`src/rtl/erd_pkg.sv`:
```
// Package for the exception return unstacker.
// It holds the frame layout constants, the decoded code fields and the
// sequencer state type. Frame layout is fixed by the resume protocol.
package erd_pkg;

    // Number of words in a saved context frame
    localparam int FRAME_WORDS = 8;
    // Position of the program counter word inside the frame
    localparam int FRM_PC      = 6;
    // Position of the status word inside the frame
    localparam int FRM_STATUS  = 7;
    // Low bits of a return code that carry fields rather than signature
    localparam int CODE_LOW    = 5;

    // Fields extracted from a program counter write
    typedef struct packed {
        logic is_code;    // signature bits all ones
        logic fields_ok;  // reserved bits carry their fixed values
        logic fp_ok;      // no floating-point frame requested
        logic thread;     // resume in thread mode
        logic psp;        // restore from the process stack
    } code_fields_t;

    // Pop sequencer states
    typedef enum logic {
        ST_IDLE = 1'b0,
        ST_POP  = 1'b1
    } pop_state_t;

endpackage

```
`src/rtl/erd_decode.sv`:
```
// Return code decoder.
// Purely combinational. It classifies a program counter write and extracts
// the mode, stack and frame type bits. It assumes that only bits below
// CODE_LOW carry fields and that all bits above them form the signature.
module erd_decode
    import erd_pkg::*;
#(
    parameter int XLEN = 32
) (
    input  logic [XLEN-1:0] value,
    output code_fields_t    fields
);

    // Split the write into signature and field bits
    always_comb begin
        fields.is_code   = &value[XLEN-1:CODE_LOW];
        fields.fields_ok = value[0] & ~value[1];
        fields.fp_ok     = value[4];
        fields.thread    = value[3];
        fields.psp       = value[2];
    end

endmodule

```
`src/rtl/erd_seq.sv`:
```
// Pop sequencer.
// On start it latches a base address and issues FRAME_WORDS single-word
// reads at ascending addresses. Each read is held until the memory answers
// with ready. It assumes that read data is valid in the same cycle as ready.
module erd_seq
    import erd_pkg::*;
#(
    parameter int XLEN       = 32,
    parameter int WORD_BYTES = 4,
    parameter int NWORDS     = FRAME_WORDS
) (
    input  logic                      clk,
    input  logic                      rst_n,
    input  logic                      start,
    input  logic [XLEN-1:0]           base,
    input  logic                      mem_ready,
    output logic                      mem_req,
    output logic [XLEN-1:0]           mem_addr,
    output logic                      cap_en,
    output logic [$clog2(NWORDS)-1:0] cap_idx,
    output logic                      last,
    output logic                      busy
);

    localparam int              IDX_W    = $clog2(NWORDS);
    localparam logic [IDX_W-1:0] LAST_IDX = IDX_W'(NWORDS - 1);
    localparam logic [XLEN-1:0]  STEP     = XLEN'(WORD_BYTES);

    pop_state_t        state_q;
    logic [IDX_W-1:0]  idx_q;
    logic [XLEN-1:0]   addr_q;

    // Handshake and capture strobes derived from the current state
    always_comb begin
        busy     = (state_q == ST_POP);
        mem_req  = busy;
        mem_addr = addr_q;
        cap_en   = busy & mem_ready;
        cap_idx  = idx_q;
        last     = cap_en & (idx_q == LAST_IDX);
    end

    // State, word index and read address advance
    always_ff @(posedge clk) begin
        if (!rst_n) begin
            state_q <= ST_IDLE;
            idx_q   <= '0;
            addr_q  <= '0;
        end else begin
            case (state_q)
                ST_IDLE: begin
                    if (start) begin
                        state_q <= ST_POP;
                        idx_q   <= '0;
                        addr_q  <= base;
                    end
                end
                ST_POP: begin
                    if (cap_en) begin
                        addr_q <= addr_q + STEP;
                        idx_q  <= idx_q + 1'b1;
                        if (idx_q == LAST_IDX) begin
                            state_q <= ST_IDLE;
                        end
                    end
                end
                default: state_q <= ST_IDLE;
            endcase
        end
    end

    // a pending read keeps its address until it is answered
    a_r3_addr_stable: assert property (@(posedge clk) disable iff (!rst_n)
        (mem_req && !mem_ready) |=> (mem_req && $stable(mem_addr)));

    // accepted reads that are not the last step the address by one word
    a_r3_addr_step: assert property (@(posedge clk) disable iff (!rst_n)
        (cap_en && !last) |=> (mem_req && mem_addr == $past(mem_addr) + STEP));

    // the sequencer returns to idle after the final word
    a_r4_idle_after_last: assert property (@(posedge clk) disable iff (!rst_n)
        last |=> !busy);

endmodule

```
`src/rtl/erd_frame.sv`:
```
// Frame register file.
// It holds one register per frame word. Each register loads the read data
// when the sequencer captures its index. It assumes that at most one index
// is captured per cycle.
module erd_frame
    import erd_pkg::*;
#(
    parameter int XLEN   = 32,
    parameter int NWORDS = FRAME_WORDS
) (
    input  logic                            clk,
    input  logic                            rst_n,
    input  logic                            cap_en,
    input  logic [$clog2(NWORDS)-1:0]       cap_idx,
    input  logic [XLEN-1:0]                 cap_data,
    output logic [NWORDS-1:0][XLEN-1:0]     words
);

    localparam int IDX_W = $clog2(NWORDS);

    for (genvar g = 0; g < NWORDS; g++) begin : g_word
        // Load one frame word when its index is captured
        always_ff @(posedge clk) begin
            if (!rst_n) begin
                words[g] <= '0;
            end else if (cap_en && cap_idx == IDX_W'(g)) begin
                words[g] <= cap_data;
            end
        end
    end

endmodule

```
`src/rtl/exc_return_unstacker.sv`:
```
// Exception return decoder and unstacker (top).
// It classifies program counter writes. Ordinary addresses leave as branch
// strobes. Malformed or floating-point return codes raise an error and leave
// all state untouched. Valid codes restore the eight-word frame from the
// chosen stack. It assumes that the stack pointer inputs are steady in the
// cycle of the write, and that writes offered while busy may be dropped.
module exc_return_unstacker
    import erd_pkg::*;
#(
    parameter int XLEN       = 32,
    parameter int WORD_BYTES = 4
) (
    input  logic            clk,
    input  logic            rst_n,
    input  logic            pc_wr_valid,
    input  logic [XLEN-1:0] pc_wr_data,
    input  logic [XLEN-1:0] msp_in,
    input  logic [XLEN-1:0] psp_in,
    output logic            mem_req,
    output logic [XLEN-1:0] mem_addr,
    input  logic [XLEN-1:0] mem_rdata,
    input  logic            mem_ready,
    output logic            branch_valid,
    output logic [XLEN-1:0] branch_target,
    output logic            busy,
    output logic            done,
    output logic            clr_active,
    output logic            err,
    output logic            err_fp,
    output logic            thread_mode,
    output logic            psp_sel,
    output logic [XLEN-1:0] sp_out,
    output logic [XLEN-1:0] r0_out,
    output logic [XLEN-1:0] r1_out,
    output logic [XLEN-1:0] r2_out,
    output logic [XLEN-1:0] r3_out,
    output logic [XLEN-1:0] r12_out,
    output logic [XLEN-1:0] lr_out,
    output logic [XLEN-1:0] pc_out,
    output logic [XLEN-1:0] status_out
);

    localparam int              NWORDS      = FRAME_WORDS;
    localparam int              IDX_W       = $clog2(NWORDS);
    localparam logic [XLEN-1:0] FRAME_BYTES = XLEN'(NWORDS * WORD_BYTES);

    code_fields_t                 fields;
    logic                         accept;
    logic                         start;
    logic [XLEN-1:0]              base_sel;
    logic                         cap_en;
    logic [IDX_W-1:0]             cap_idx;
    logic                         last;
    logic [NWORDS-1:0][XLEN-1:0]  words;
    logic                         pend_thread;
    logic                         pend_psp;
    logic [XLEN-1:0]              pend_base;

    erd_decode #(.XLEN(XLEN)) u_decode (
        .value  (pc_wr_data),
        .fields (fields)
    );

    // Write acceptance, restore start and base stack selection
    always_comb begin
        accept   = pc_wr_valid & ~busy;
        start    = accept & fields.is_code & fields.fields_ok & fields.fp_ok;
        base_sel = fields.psp ? psp_in : msp_in;
    end

    erd_seq #(
        .XLEN       (XLEN),
        .WORD_BYTES (WORD_BYTES),
        .NWORDS     (NWORDS)
    ) u_seq (
        .clk       (clk),
        .rst_n     (rst_n),
        .start     (start),
        .base      (base_sel),
        .mem_ready (mem_ready),
        .mem_req   (mem_req),
        .mem_addr  (mem_addr),
        .cap_en    (cap_en),
        .cap_idx   (cap_idx),
        .last      (last),
        .busy      (busy)
    );

    erd_frame #(
        .XLEN   (XLEN),
        .NWORDS (NWORDS)
    ) u_frame (
        .clk      (clk),
        .rst_n    (rst_n),
        .cap_en   (cap_en),
        .cap_idx  (cap_idx),
        .cap_data (mem_rdata),
        .words    (words)
    );

    // Map frame positions onto the named register outputs
    always_comb begin
        r0_out     = words[0];
        r1_out     = words[1];
        r2_out     = words[2];
        r3_out     = words[3];
        r12_out    = words[4];
        lr_out     = words[5];
        pc_out     = words[FRM_PC];
        status_out = words[FRM_STATUS];
    end

    // Strobes, pending fields and the completion outputs
    always_ff @(posedge clk) begin
        if (!rst_n) begin
            branch_valid  <= 1'b0;
            branch_target <= '0;
            err           <= 1'b0;
            err_fp        <= 1'b0;
            done          <= 1'b0;
            clr_active    <= 1'b0;
            thread_mode   <= 1'b0;
            psp_sel       <= 1'b0;
            sp_out        <= '0;
            pend_thread   <= 1'b0;
            pend_psp      <= 1'b0;
            pend_base     <= '0;
        end else begin
            branch_valid <= 1'b0;
            err          <= 1'b0;
            err_fp       <= 1'b0;
            done         <= 1'b0;
            clr_active   <= 1'b0;
            if (accept && !fields.is_code) begin
                branch_valid  <= 1'b1;
                branch_target <= pc_wr_data;
            end else if (accept && !start) begin
                err    <= 1'b1;
                err_fp <= fields.fields_ok & ~fields.fp_ok;
            end
            if (start) begin
                pend_thread <= fields.thread;
                pend_psp    <= fields.psp;
                pend_base   <= base_sel;
            end
            if (last) begin
                done        <= 1'b1;
                clr_active  <= 1'b1;
                thread_mode <= pend_thread;
                psp_sel     <= pend_psp;
                sp_out      <= pend_base + FRAME_BYTES;
            end
        end
    end

    // a branch strobe never carries a return code signature
    a_r1_branch_not_code: assert property (@(posedge clk) disable iff (!rst_n)
        branch_valid |-> !(&branch_target[XLEN-1:CODE_LOW]));

    // a branch strobe never comes with a memory request
    a_r1_branch_no_req: assert property (@(posedge clk) disable iff (!rst_n)
        branch_valid |-> !mem_req);

    // a started restore issues its first read at the chosen stack pointer
    a_r2_first_addr: assert property (@(posedge clk) disable iff (!rst_n)
        start |=> (mem_req && mem_addr == $past(base_sel)));

    // done and clear-active form one single-cycle pulse
    a_r4_done_pulse: assert property (@(posedge clk) disable iff (!rst_n)
        done |=> !done);

    a_r4_clear_with_done: assert property (@(posedge clk) disable iff (!rst_n)
        done |-> clr_active);

    // an error strobe leaves memory untouched and the outputs as they were
    a_r7_err_quiet: assert property (@(posedge clk) disable iff (!rst_n)
        err |-> (!mem_req && !done && $stable(sp_out) && $stable(pc_out)));

    // the floating-point cause only appears together with an error
    a_r8_fp_with_err: assert property (@(posedge clk) disable iff (!rst_n)
        err_fp |-> err);

    // writes offered while busy produce no branch and no error
    a_r9_busy_ignores: assert property (@(posedge clk) disable iff (!rst_n)
        (busy && pc_wr_valid) |=> (!branch_valid && !err));

endmodule

```
`config.mk`:
```
export PLATFORM = sky130hd
export DESIGN_NAME = exc_return_unstacker
export DESIGN_NICKNAME = d
export VERILOG_FILES = /design/src/rtl/erd_pkg.sv /design/src/rtl/erd_decode.sv /design/src/rtl/erd_seq.sv /design/src/rtl/erd_frame.sv /design/src/rtl/exc_return_unstacker.sv
export SDC_FILE = /design/constraint.sdc
export NUM_CORES = 1
export LEC_CHECK = 0
export ABC_AREA = 1
export BUFFER_PORTS_ARGS = -buffer_cell sky130_fd_sc_hd__buf_2
export CAP_MARGIN = 20
export CORE_AREA = 5 5 187 189
export CTS_CLUSTER_SIZE = 8
export DETAILED_ROUTE_END_ITERATION = 8
export DIE_AREA = 0 0 192 194
export GPL_TIMING_DRIVEN = 0
export MAX_ROUTING_LAYER = met4
export PLACE_DENSITY = 0.77
export SYNTH_ARGS = -nofsm -noshare
export SYNTH_HDL_FRONTEND = slang
export SYNTH_SLANG_ARGS = --single-unit
```
`constraint.sdc`:
```
create_clock -name clk -period 4.2 [get_ports clk]
set_input_delay 0.21 -clock clk [delete_from_list [all_inputs] [get_ports clk]]
set_output_delay 0.21 -clock clk [all_outputs]
set_load 0.1 [all_outputs]
```
==> flow_summary.json, run 1 <==
{
  "status": "completed",
  "relSlewSlack_pct": 33.95,
  "avgSynthCellArea_um2": 7.116,
  "hold_buffers": 32,
  "first_global_vias": 17438,
  "grt_pass1_wl_um": 99480,
  "hold_viol": 0,
  "cts_made_buffers": 55,
  "critPathMaxStageDelay_ps": 560,
  "hp-class": "in2reg",
  "maxCapViolCount": 0,
  "dpl.hpwl_um": 50420,
  "die-area_mm2": 0.03725,
  "critPathKind": "reg2reg",
  "holdPathEnd": "u_frame.words[243]",
  "syn_area_mm2": 0.01624,
  "chipWidth_um": 192,
  "routed_via_density": 5.459,
  "drt_iter0_drc": 1518,
  "most-common-layout-cells": "nor2_1, buf_2, nand2_1, dfxtp_1, o21ai_0",
  "insertion_delay_ps": 570,
  "path_clk_slew_ps": 50,
  "routed_wl_um": 66900,
  "cp-start-kind": "register",
  "power_density_mw_per_mm2": 392.2,
  "cp_max_fo": 10,
  "power_mw": 8.170,
  "p_leak_nw": 9.973,
  "worst_pin_slew_ps": 990.8,
  "r2r_cells": 8,
  "post_cts_buffers": 0,
  "cts_max_level": 2,
  "cp_slowest_cell": "dlygate4sd3_1",
  "finalSetupTns_ps": 0,
  "antenna_found_initial": 0,
  "finalClockSkew_ps": 16.65,
  "cp.arrival_ps": 2890,
  "firstDrtPassIters": 6,
  "overflow": 0,
  "cts_tree": "done",
  "crit_path_end_kind": "register",
  "root_buffer": "clkbuf_16",
  "yosysTopAreaCell": "dfxtp_1",
  "hold_path_startpoint": "mem_rdata[19]",
  "drc": 0,
  "initial_core_util_pct": 49.04,
  "rsz0062_at_grt": "false",
  "cts-resized-gates": 0,
  "ys_seq_elements": 396,
  "setup_viol": 0,
  "mostFrequentLayoutCell": "nor2_1",
  "syn2layout_area_growth_pct": 28.30,
  "synth_area_leaders": "dfxtp_1, nor2_1, nand2_1, o21ai_0, a21oi_1",
  "nets": 2970,
  "grt_usage_pct": 35.13,
  "max_freq_mhz": 418.5,
  "regToRegSetupSlack_ps": 1810,
  "holdPathStages": 3,
  "reg2reg_from": "u_seq.busy",
  "path_cells": "inv_2 -> nand2_1 -> nor3_2 -> nand3_2 -> clkbuf_1 -> nand4_1 -> nor3_1 -> dlygate4sd3_1",
  "syn_inst": 2282,
  "synth.distinct_cells": 38,
  "drt-wirelength-per-cell_um": 20.39,
  "drive_above_1_share_pct": 21.61,
  "period_needed_ps": 2390,
  "dr_total_vias": 17907,
  "diodes": 0,
  "place.gp.congestion": 0.9444,
  "rows": 67,
  "die_h_um": 194,
  "cp_top_family": "buffers and inverters",
  "antenna_left": 0,
  "grt_max_degree": 15,
  "yosys_warnings": 0,
  "synthesis.nets": 2422,
  "clock-sinks": 396,
  "cp_num_buf_inv": 3,
  "num_io_pins": 493,
  "period_share_pct": 56.90,
  "yosysSeqAreaShare_pct": 48.82,
  "max-vdd-ir-drop_uv": 329.8,
  "required_ps": 4710,
  "r2r_end": "err_fp",
  "synth_top_cell_area_share_pct": 48.82,
  "clockBufferDepth": 3,
  "portBuffers": 459,
  "slew_violations": 0,
  "core_area_mm2": 0.03311
}
layout make-up:
class,count,area [um^2]
fillers,2949,12280
flip-flops and latches,396,7928
clock buffers,56,1380
repair buffers,491,2618
inverters,101,380.4
clock inverters,3,37.54
plain buffers,169,734.5
multi-input cells,1616,7196
well taps,448,560.5
synth_stat cells (all sizes together):
cell type	instances
mux2i	17
nor2	499
nor3	23
xnor2	1
nand3b	10
o21a	13
buf	43
o22ai	2
xor2	6
a211oi	1
clkbuf	126
dfxtp	396
nand2	488
o21bai	2
o21ai	246
nand4	8
a21oi	152
a31o	1
o221ai	2
clkinv	2
nand3	127
nor4b	1
inv	99
a31oi	1
ha	8
a22oi	1
o211ai	7
power breakdown:
part / leakage, nW / internal [mW] / total, mW / switching, mW
clock network: 0.697 / 2.29 / 3.85 / 1.57
registers: 3.19 / 3.78 / 3.79 / 0.0112
logic: 6.08 / 0.124 / 0.521 / 0.397
total: 9.97 / 6.19 / 8.17 / 1.98
state kept, by name, indices dropped and copies added, names as in the netlist, 3 cells and up:
name / flops
u_seq.cap_idx: 3
pend_base: 32
u_seq.mem_addr: 32
branch_target: 32
u_frame.words: 256
sp_out: 32
worst reg2reg max path, cell delays in order (launching register included):
cell	delay (ps)
dfxtp_1	530
inv_2	130
nand2_1	180
nor3_2	70
nand3_2	190
clkbuf_1	370
nand4_1	140
nor3_1	140
dlygate4sd3_1	560
cell families (layout without fill, tap and decap cells):
group,count (synthesis),count (layout),synth area share (%)
buf+inv,270,820,6.865
simple gates,1156,1156,28.62
compound gates,428,428,13.65
flops,396,396,48.82
mux,17,17,1.048
fa+ha+maj,8,8,0.6165
xor+xnor,7,7,0.3776
stage by stage:
stage          util [%]  setup slack [ps]  hold slack [ps]  area [um^2]  cells
6_report          62.92              1810            38.03        20830   3280
5_1_grt           62.92              1657            46.07        20830   3280
4_1_cts           62.92              1860            13.27        20830   3280
3_5_place_dp      57.67              1952            419.8        19100   3189
3_3_place_gp      57.67              2025            418.9        19100   3189
2_1_floorplan         -              1796            288.2        16240   2282
worst max path at each step:
stage	startpoint	endpoint	slack (ps)	cells past startpoint
after global routing	u_seq.busy	err_fp	1660	8
after floorplan	u_seq.mem_addr[2]	u_seq.mem_addr[14]	1800	10
after CTS	u_seq.busy	err_fp	1860	8
after global placement	u_seq.busy	u_frame.words[51]	2020	6
final	u_seq.busy	err_fp	1810	8
after detailed placement	u_seq.busy	u_frame.words[39]	1950	6
metal layers:
metal,up-vias,track usage [%],wire [um]
li1,8393,-,-
met1,8282,38.37,23910
met2,998,58.58,31840
met3,234,8.300,6737
met4,0,19.68,4405
met5,-,-,0
Note: power is estimated with default switching activity, not from simulation.
==> inputs of run 2 (changes only) <==
--- a/config.mk
+++ b/config.mk
@@ -5,16 +5,16 @@
 export SDC_FILE = /design/constraint.sdc
 export NUM_CORES = 1
 export LEC_CHECK = 0
-export ABC_AREA = 1
+export ABC_AREA = 0
 export BUFFER_PORTS_ARGS = -buffer_cell sky130_fd_sc_hd__buf_2
 export CAP_MARGIN = 20
-export CORE_AREA = 5 5 187 189
+export CORE_MARGIN = 5
+export CORE_UTILIZATION = 46
 export CTS_CLUSTER_SIZE = 8
 export DETAILED_ROUTE_END_ITERATION = 8
-export DIE_AREA = 0 0 192 194
 export GPL_TIMING_DRIVEN = 0
 export MAX_ROUTING_LAYER = met4
-export PLACE_DENSITY = 0.77
+export PLACE_DENSITY = 0.76
 export SYNTH_ARGS = -nofsm -noshare
 export SYNTH_HDL_FRONTEND = slang
 export SYNTH_SLANG_ARGS = --single-unit
==> constraint.sdc (replaced) <==
create_clock -name clk -period 2 [get_ports clk]
set_input_delay 0.1 -clock clk [delete_from_list [all_inputs] [get_ports clk]]
set_output_delay 0.1 -clock clk [all_outputs]
set_load 0.1 [all_outputs]
==> flow_summary.json, run 2 <==
{
  "synth_top_cell_area_share_pct": 50.55,
  "stdcell_count": 3008,
  "cts_made_buffers": 55,
  "cp_max_fo": 10,
  "rsz0062_at_grt": "true",
  "finalClockSkew_ps": 21.60,
  "cts_max_level": 2,
  "slew_violations": 0,
  "relSlewSlack_pct": 43.89,
  "first_global_vias": 16332,
  "clockBufferDepth": 3,
  "clock-sinks": 396,
  "num_io_pins": 493,
  "syn_area_mm2": 0.01568,
  "hold_viol": 0,
  "cp_slowest_cell": "dfxtp_4",
  "dpl.hpwl_um": 47440,
  "overflow": 0,
  "yosys-top-cells-count": "nand2_1, dfxtp_1, a21oi_1, clkbuf_1, nor2_1",
  "firstDrtPassIters": 8,
  "insertion_delay_ps": 580,
  "place.gp.congestion": 0.9709,
  "dr_total_vias": 17186,
  "synthesis.nets": 2089,
  "setup_ws_ps": 53.47,
  "root_buffer": "clkbuf_16",
  "rows": 67,
  "setup_viol": 0,
  "maxCapViolCount": 0,
  "max_freq_mhz": 513.7,
  "post-place-ws_ps": -786.1,
  "p_leak_nw": 9.064,
  "portBuffers": 459,
  "status": "completed",
  "synthArstFlopShare_pct": 0,
  "yosys_warnings": 0,
  "antenna_left": 0,
  "path_cells": "clkbuf_4 -> nand2_1 -> nor2_1 -> nand2_2 -> clkbuf_1 -> nand2_1 -> a21oi_1",
  "die_h_um": 194.6,
  "max-vdd-ir-drop_uv": 1113,
  "cp_top_family": "simple AND/OR/NAND/NOR gates",
  "crit_path_end_kind": "register",
  "synth.distinct_cells": 64,
  "drt-wirelength-per-cell_um": 21.42,
  "drc": 0,
  "yosysSeqAreaShare_pct": 50.55,
  "die-area_mm2": 0.03788,
  "drive_above_1_share_pct": 29.48,
  "avgSynthCellArea_um2": 8.046,
  "yosysMostFrequentCell": "nand2_1",
  "nets": 2688,
  "final_util_pct": 63.38,
  "cp_num_buf_inv": 2,
  "syn_inst": 1949,
  "core_area_mm2": 0.03362,
  "largest-register": "u_frame.words",
  "critPathKind": "reg2reg",
  "hp-class": "in2reg",
  "required_ps": 2430,
  "grt_pass1_wl_um": 95990,
  "antenna_found_initial": 2,
  "path_clk_slew_ps": 50,
  "dp.cells": 2856,
  "initial_core_util_pct": 46.65,
  "yosysTopAreaCell": "dfxtp_1",
  "grt_max_degree": 15,
  "cp_common_cell": "nand2_1",
  "routed_wl_um": 64440,
  "synth_area_leaders": "dfxtp_1, nand2_1, a21oi_1, clkbuf_1, a22o_1",
  "power_density_mw_per_mm2": 823.9,
  "syn2layout_area_growth_pct": 35.86,
  "cp-start-kind": "register",
  "period_share_pct": 97.33,
  "routed_via_density": 5.713,
  "mostFrequentLayoutCell": "nand2_1",
  "chipWidth_um": 194.6,
  "grt_usage_pct": 32.82,
  "worst_pin_slew_ps": 841.7,
  "critPathMaxStageDelay_ps": 370,
  "drt_iter0_drc": 1475,
  "cts_tree": "done",
  "synth_ff_type": "dfxtp_1",
  "largest_register_ffs": 256,
  "most-common-layout-cells": "nand2_1, buf_2, dfxtp_1, a21oi_1, clkbuf_2",
  "cp.arrival_ps": 2380,
  "period_needed_ps": 1947,
  "ys_seq_elements": 396,
  "synth-edff-count": 0
}
-- run 2: metrics by stage --
step | setup TNS [ps] | total power [mW] | area (um^2) | hold slack [ps]
6_report | 0 | 17.56 | 21310 | 4.646
5_1_grt | -166.6 | 17.97 | 21310 | 24.89
4_1_cts | -397.4 | 17.55 | 21090 | 0.6673
3_5_place_dp | -143350 | 9.115 | 18680 | 342.1
3_3_place_gp | -138580 | 9.108 | 18680 | 336.7
2_1_floorplan | -111.7 | 8.731 | 15820 | 225.5
-- run 2: layer usage --
metal	wire length, um	global-route usage (%)
met1	24620	40.28
met4	3995	17.92
met3	6255	6.077
met2	29570	51.30
met5	0	-
-- run 2: cell families (layout without fill, tap and decap cells) --
family          after synthesis  count (layout)  share of synthesized area, %
flops                       396             396                         50.55
buf+inv                     188             797                         4.970
simple gates                824             824                         22.16
other cells                   0               2                             0
compound gates              475             475                         17.97
mux                          34              34                         2.370
fa+ha+maj                     8               8                        0.6383
xor+xnor                     24              24                         1.340
-- run 2: where the power goes --
part / switching (mW) / leakage, nW / internal, mW
Combinational: 0.833 / 5.11 / 0.351
Clock: 3.29 / 0.736 / 5.14
Sequential: 0.0234 / 3.22 / 7.92
Total: 4.15 / 9.06 / 13.4
-- run 2: final timing paths --
kind	startpoint	end	slack (ps)	cells past startpoint
hold reg to reg	u_frame.words[63]	u_frame.words[63]	450	2
hold / removal	msp_in[1]	u_seq.mem_addr[1]	5	4
setup / recovery	u_seq.busy	u_frame.words[87]	50	7
setup reg to reg	u_seq.busy	u_frame.words[87]	50	7
-- run 2: what timing repair did --
action	in CTS	in global routing
endpoints found under the setup margin	304	364
hold buffers	78	0
pin swaps	8	8
gates resized for setup	54	111
setup buffers	7	5
endpoints found under the hold margin	291	0
-- run 2: layout make-up --
| type | instances | area, um^2 |
|---|---|---|
| Antenna cell | 2 | 5.005 |
| Tap cell | 448 | 560.5 |
| Clock buffer | 65 | 1456 |
| Multi-Input combinational cell | 1365 | 7171 |
| Fill cell | 2864 | 12310 |
| Clock inverter | 2 | 50.05 |
| Inverter | 7 | 26.28 |
| Buffer | 174 | 853.3 |
| Timing Repair Buffer | 549 | 3172 |
| Sequential cell | 396 | 8013 |
-- run 2: tightest hold or removal path: stages --
cell and delay, ps:
buf_2 70, mux2_2 190, o21ai_2 80, nor2_1 100
